===== src/rtl/limit_alert_mon.sv =====
module limit_alert_mon #(
  parameter int DW   = 12,
  parameter int NVCH = 8,
  parameter int RW   = 16,
  parameter int AW   = 6
) (
  input  logic          clk,
  input  logic          rst_n,
  input  logic          res_valid,
  input  logic [3:0]    res_chan,
  input  logic [DW-1:0] res_data,
  input  logic          reg_wr,
  input  logic [AW-1:0] reg_addr,
  input  logic [RW-1:0] reg_wdata,
  output logic [RW-1:0] reg_rdata,
  output logic          alert
);
  localparam int NCH = NVCH + 2;
  localparam int NST = 2 * NCH;
  localparam int IW  = AW - 2;
  localparam int CLR_BIT = 2;
  localparam logic [DW-1:0] FS = '1;
  localparam logic [AW-1:0] A_STA = AW'(6'h30);
  localparam logic [AW-1:0] A_STB = AW'(6'h31);
  localparam logic [AW-1:0] A_CMD = AW'(6'h3F);

  logic [DW-1:0] up_q [NCH];
  logic [DW-1:0] lo_q [NCH];
  logic [DW-1:0] hy_q [NCH];
  logic [NCH-1:0] hi_act, lo_act;
  logic [NST-1:0] st_q, st_set;

  logic          in_rng, acc, clr, idx_ok;
  logic [3:0]    ci;
  logic [1:0]    bank;
  logic [IW-1:0] idx;
  logic [DW-1:0] up_sel, lo_sel, hy_sel, hi_thr, lo_thr;
  logic [DW:0]   lo_sum;
  logic          viol_hi, viol_lo, rel_hi, rel_lo;

  assign in_rng = res_chan < 4'(NCH);
  assign acc    = res_valid && in_rng;
  assign ci     = in_rng ? res_chan : '0;
  assign up_sel = up_q[ci];
  assign lo_sel = lo_q[ci];
  assign hy_sel = hy_q[ci];

  assign hi_thr = (up_sel >= hy_sel) ? up_sel - hy_sel : '0;
  assign lo_sum = {1'b0, lo_sel} + {1'b0, hy_sel};
  assign lo_thr = lo_sum[DW] ? FS : lo_sum[DW-1:0];

  assign viol_hi = acc && (res_data > up_sel);
  assign viol_lo = acc && (res_data < lo_sel);
  assign rel_hi  = acc && (res_data < hi_thr);
  assign rel_lo  = acc && (res_data > lo_thr);
  assign st_set  = NST'({viol_hi, viol_lo}) << {ci, 1'b0};

  assign bank   = reg_addr[AW-1:AW-2];
  assign idx    = reg_addr[IW-1:0];
  assign idx_ok = idx < IW'(NCH);
  assign clr    = reg_wr && (reg_addr == A_CMD) && reg_wdata[CLR_BIT];

  always_ff @(posedge clk or negedge rst_n) begin
    if (!rst_n) begin
      for (int i = 0; i < NCH; i++) begin
        up_q[i] <= FS;
        lo_q[i] <= '0;
        hy_q[i] <= '0;
      end
    end else if (reg_wr && idx_ok) begin
      case (bank)
        2'd0:    up_q[idx] <= reg_wdata[DW-1:0];
        2'd1:    lo_q[idx] <= reg_wdata[DW-1:0];
        2'd2:    hy_q[idx] <= reg_wdata[DW-1:0];
        default: ;
      endcase
    end
  end

  always_ff @(posedge clk or negedge rst_n) begin
    if (!rst_n) begin
      hi_act <= '0;
      lo_act <= '0;
      st_q   <= '0;
    end else begin
      if (viol_hi)     hi_act[ci] <= 1'b1;
      else if (rel_hi) hi_act[ci] <= 1'b0;
      if (viol_lo)     lo_act[ci] <= 1'b1;
      else if (rel_lo) lo_act[ci] <= 1'b0;
      st_q <= (clr ? '0 : st_q) | st_set;
    end
  end

  assign alert = |{hi_act, lo_act};

  always_comb begin
    reg_rdata = '0;
    case (bank)
      2'd0: if (idx_ok) reg_rdata = RW'(up_q[idx]);
      2'd1: if (idx_ok) reg_rdata = RW'(lo_q[idx]);
      2'd2: if (idx_ok) reg_rdata = RW'(hy_q[idx]);
      default: begin
        if (reg_addr == A_STA)      reg_rdata = RW'(st_q[2*NVCH-1:0]);
        else if (reg_addr == A_STB) reg_rdata = RW'(st_q[NST-1:2*NVCH]);
      end
    endcase
  end
endmodule


===== config.mk =====
export PLATFORM = sky130hd
export DESIGN_NAME = limit_alert_mon
export DESIGN_NICKNAME = d
export VERILOG_FILES = /design/src/rtl/limit_alert_mon.sv
export SDC_FILE = /design/constraint.sdc
export NUM_CORES = 1
export LEC_CHECK = 0
export BUFFER_PORTS_ARGS = -buffer_cell sky130_fd_sc_hd__buf_2
export CAP_MARGIN = 20
export CELL_PAD_IN_SITES_DETAIL_PLACEMENT = 0
export CELL_PAD_IN_SITES_GLOBAL_PLACEMENT = 1
export CORE_MARGIN = 2
export CORE_UTILIZATION = 40
export CTS_BUF_LIST = sky130_fd_sc_hd__clkbuf_16
export DETAILED_ROUTE_END_ITERATION = 8
export GPL_TIMING_DRIVEN = 0
export PLACE_DENSITY_LB_ADDON = 0.1
export SYNTH_ARGS = -nofsm -noshare
export SYNTH_HDL_FRONTEND = slang
export SYNTH_SLANG_ARGS = --single-unit

===== constraint.sdc =====
create_clock -name clk -period 10.2 [get_ports clk]
set_input_delay 2.04 -clock clk [delete_from_list [all_inputs] [get_ports clk]]
set_output_delay 2.04 -clock clk [all_outputs]
set_load 0.01 [all_outputs]

; ---- Word-level counts from Yosys, hierarchy flattened
; Index checks and enable logic that the tools add are counted.
[word_totals]
reg_bits = 400
inputBits = 42
out_inout_bits = 17
wordCells = 117
[classes]
add_sub_neg = 2
order_cmp = 12
eq_ne = 5
shift = 1
n_mux = 39
n_bitwise = 8
n_reduce_logical = 17
[op_table]
columns = operator, count
row1 = $bwmux W120, 3
row2 = $bmux W12 S4, 6
row3 = $mux W12, 18
row4 = $demux W12 S4, 1
row5 = $pmux W16 S3, 1
row6 = $mux W10, 4
row7 = $gt A12 B12 Y1, 2
row8 = $lt A12 B12 Y1, 2
row9 = $and A10 B10 Y10, 2
row10 = $mux W20, 1
row11 = $or A10 B10 Y10, 2
row12 = $or A20 B20 Y20, 1
row13 = $reduce_or A20 Y1, 1
row14 = $shl A2 B5 Y20, 1
row15 = $eq A6 B6 Y1 const B, 3
row16 = $mux W16, 1
row17 = $add A12 B12 Y13, 1
row18 = $ge A12 B12 Y1, 1
row19 = $sub A12 B12 Y12, 1
row20 = $ge A5 B5 Y1 const B, 2
row21 = $logic_and A1 B1 Y1, 10
row22 = $not A10 Y10, 1
row23 = $not A4 Y5, 2
row24 = $lt A4 B4 Y1 const B, 2
row25 = 11 further kinds, 15

; ---- Longest topological paths before layout
[depth]
depth_word = 12
depth_mapped = 27
ltp_nobuf = 21

; ---- Least setup slack after synthesis
; No wires, ideal clock.
[synth_path]
kind = input-to-reg
start = in res_chan[2]
end = reg (tool-made name)
setup_time_ns = 0.121
t_arrival_ns = 7.335
required_time_ns = 10.079
setup_slack_ns = 2.744
path_stages = 25
n_path_buf = 5
cell_sequence = buf_4 o21ai_2 and2_1 clkbuf_1 buf_4 buf_6 mux4_2 mux2_2 nand2_1 o21ai_1 ha_1 fa_1 a21o_1 a2111oi_0 o21bai_1 o22ai_1 o21ai_0 clkbuf_1 a21oi_1 ha_1 and3_1 a31o_2 a31oi_1 nand2_1 a22o_1
[synth_lines]
columns = item, line_no
row1 = from (decl), 10  ; input logic [3:0] res_chan,

==> impl_metrics.py <==
metrics = {
    "final_layout": {
        "drive_above_1_share_pct": 40.7,
        "multi_input_area_um2": 13100,
        "syn_to_final_growth_pct": 11.8,
        "nNetsFinal": 2119,
        "register_area_um2": 10200,
        "stdcell_area_um2": 26900,
        "fillers": 5528,
    },
    "timing": {
        "finClkSkew_ns": 0.0427,
        "worst_slew_pin_slew_ns": 1.23,
        "grt_setup_unrepaired": "false",
        "hold_viol_final": 0,
        "setup-violations-final": 0,
        "slew_viol_final": 0,
        "finalCriticalPeriod_ns": 8.44,
        "fmax_ghz": 0.119,
        "final.setup.worst_slack_ns": 1.76,
        "fin_crit_sh_pct": 82.7,
        "tns_ns": 0,
        "maxSlewHeadroom_pct": 18.1,
    },
    "route": {
        "ant_nets": 0,
        "wl_per_cell_um": 32.7,
        "drtIter0Drc": 1652,
        "drc": 0,
        "first_pass_iters": 6,
        "detail_route.vias_per_cell": 6.27,
        "drt-total-wl_mm": 92.2,
        "vias": 17700,
    },
    "worst_setup_path": {
        "critPathLaunch": "res_chan[2]",
        "rrSetupSlack_ns": 4.43,
        "path_max_fanout": 10,
        "required_ns": 10.74,
        "reg2regPathDepth": 15,
        "criticalPathCategory": "input pin to flop",
        "setup.worst_path.end_class": "flop",
        "cp.arrival_ns": 8.98,
        "start_kind": "input pin",
        "reg2reg_from": "hy_q[73]",
    },
    "job": {
        "drv_cap": 0,
    },
    "floorplanning": {
        "die_area_um2": 62000,
        "initial_core_util_pct": 40.5,
        "core_um2": 59200,
        "boundaryPins": 59,
        "die_x_um": 249,
        "chipHeight_um": 249,
        "fp-row-count": 89,
    },
    "power_and_ir_drop": {
        "p_seq_share_pct": 41.3,
        "switching_power_uw": 1470,
        "power_density_nw_per_um2": 174,
        "p_leak_uw": 0.0115,
        "irDropWorstVdd_mv": 0.139,
        "clkPwrFrac_pct": 35.0,
        "finalPower_uw": 4680,
        "p_int_uw": 3220,
        "combinationalPowerShare_pct": 23.7,
        "p_sw_share_pct": 31.3,
    },
    "synthesis": {
        "synthArstFlopShare_pct": 100,
        "synth-seq-cells": 400,
        "synthDominantCellAreaShare_pct": 29.2,
        "synth_edf_count": 0,
        "synth_ff_type": "dfrtp_1",
        "synth_most_common_cell": "mux2_2",
        "synth_seq_area_share_pct": 42.3,
        "syn_nets": 2020,
        "ys_types": 72,
        "yosysWarnings": 0,
        "synth_cells": 1906,
        "synth_commonest_cells": "393 x mux2_2, 280 x dfrtp_1, 163 x nand2_1, 138 x mux4_2, 126 x a21oi_1",
        "syn_area_per_cell_um2": 12.6,
        "syn-cell-area_um2": 24000,
        "synth_area_leaders": "dfrtp_1 29%, mux2_2 18%, dfstp_2 13%",
        "synth_area_leader_cell": "dfrtp_1",
    },
    "global_routing": {
        "grtUsageMet2_pct": 46.5,
        "grt_max_degree": 116,
        "antenna_found_initial": 3,
        "overflow": 0,
        "grt_util_met3_pct": 5.17,
        "grt_pass1_wl_mm": 131,
        "grt.busiest_layer": "met2",
        "grt_pass1_vias": 17600,
        "gr-usage-met1_pct": 40.8,
        "grt_usage_pct": 29.6,
    },
    "clocking": {
        "postCtsSetupRepairBufs": 0,
        "clk_pin_slew_worst_paths_ns": 0.06,
        "h-tree-depth": 2,
        "cts_made_buffers": 48,
        "cts_buffer_depth": 3,
        "ctsHoldBuffers": 0,
        "worstSkewPairLatency_ns": 0.61,
        "clock_sinks": 400,
        "clk_root_buffer_cell": "clkbuf_16",
        "cts_tree": "built",
        "cts_resized": 0,
    },
    "placement": {
        "placed_cell_area_um2": 25400,
        "dp_hpwl_mm": 69.3,
        "post-place-ws_ns": 1.18,
        "gp_congestion": 0.978,
        "io_buffer_count": 38,
    },
    "min_path": {
        "worstHoldPathCells": 1,
        "timing.hold.worst.class": "flop to flop",
    },
    "run_status": {
        "status": "completed",
    },
}
[worst paths after layout]
| check | end |
|---|---|
| max | flop |
| min | flop |
| max reg2reg | flop |
| min reg2reg | flop |
| max in group asynchronous | hy_q[113] |
| min in group asynchronous | asynchronous set/reset pin |
[metal layers]
| metal | wire length [um] | part of all wire, % |
|---|---|---|
| met5 | 18 | 0.020 |
| met4 | 4100 | 4.4 |
| met3 | 6500 | 7.0 |
| met2 | 41900 | 45 |
| met1 | 39800 | 43 |
[sequential cells by signal, indices dropped and copies added (netlist names), named ones only]
| name | count |
|---|---|
| hy_q | 120 |
| up_q | 120 |
| st_q | 20 |
| lo_q | 120 |
[cell usage in the layout, fill, tap and decap left out, drive strengths merged, types with 32 or more instances in the layout]
| master | netlist | layout |
|---|---|---|
| clkbuf | 100 | 148 |
| mux2i | 77 | 77 |
| a222oi | 32 | 32 |
| mux4 | 139 | 139 |
| dfstp | 120 | 120 |
| nor2 | 49 | 49 |
| mux2 | 395 | 395 |
| nand2 | 163 | 163 |
| buf | 66 | 114 |
| ha | 70 | 70 |
| a21oi | 126 | 126 |
| dfrtp | 280 | 280 |
[final cells by class]
cell class,count,area share [%]
multi-input combinational,1335,48.7
sequential,400,37.8
clock buffer,48,4.47
buffer,166,2.86
tap,773,3.60
inverter,5,0.0699
clock inverter,40,0.997
timing repair buffer,49,1.42
antenna,7,0.0652
[power groups by stage]
stage / Sequential (uW) / Combinational, uW / Clock, uW
after detailed placement: 1950 / 1100 / 0
after global placement: 1940 / 1070 / 0
after floorplan: 1900 / 742 / 0
after CTS: 1930 / 1100 / 1660
after global routing: 1960 / 1200 / 1720
final: 1940 / 1110 / 1640
[critical path, stage by stage]
cell	delay [ns]
buf_4	0.16
o21ai_2	0.43
and2_1	0.21
clkbuf_1	0.19
buf_4	0.32
buf_2	0.45
buf_2	0.41
nand2_1	0.10
a21oi_1	0.14
a21oi_1	0.09
mux2_2	0.35
ha_1	0.22
fa_1	0.42
nand2b_1	0.19
a211oi_1	0.38
nor2_1	0.12
a21oi_1	0.20
clkbuf_1	0.34
o311ai_0	0.24
ha_1	0.35
nand3_1	0.10
or3b_2	0.48
o31ai_2	0.76
a221o_1	0.26
[kinds of logic after synthesis]
group                      share of synthesized area, %
AOI/OAI and AO/OA                                  8.89
muxes                                              34.8
xor gates and xnor gates                          0.365
buffers and inverters                              3.28
DFF                                                42.3
adders and majority gates                          3.81
and+or+nand+nor                                    6.56
[metrics by stage]
step / std cells / util [%] / hold WS [ns]
2_1_floorplan: 1906 / - / 0.464
3_3_place_gp: 2717 / 42.5 / 0.483
3_5_place_dp: 2727 / 42.8 / 0.487
4_1_cts: 2815 / 45.3 / 0.504
5_1_grt: 2820 / 45.3 / 0.516
6_report: 2823 / 45.3 / 0.500
Power figures use the tool's default switching activity.
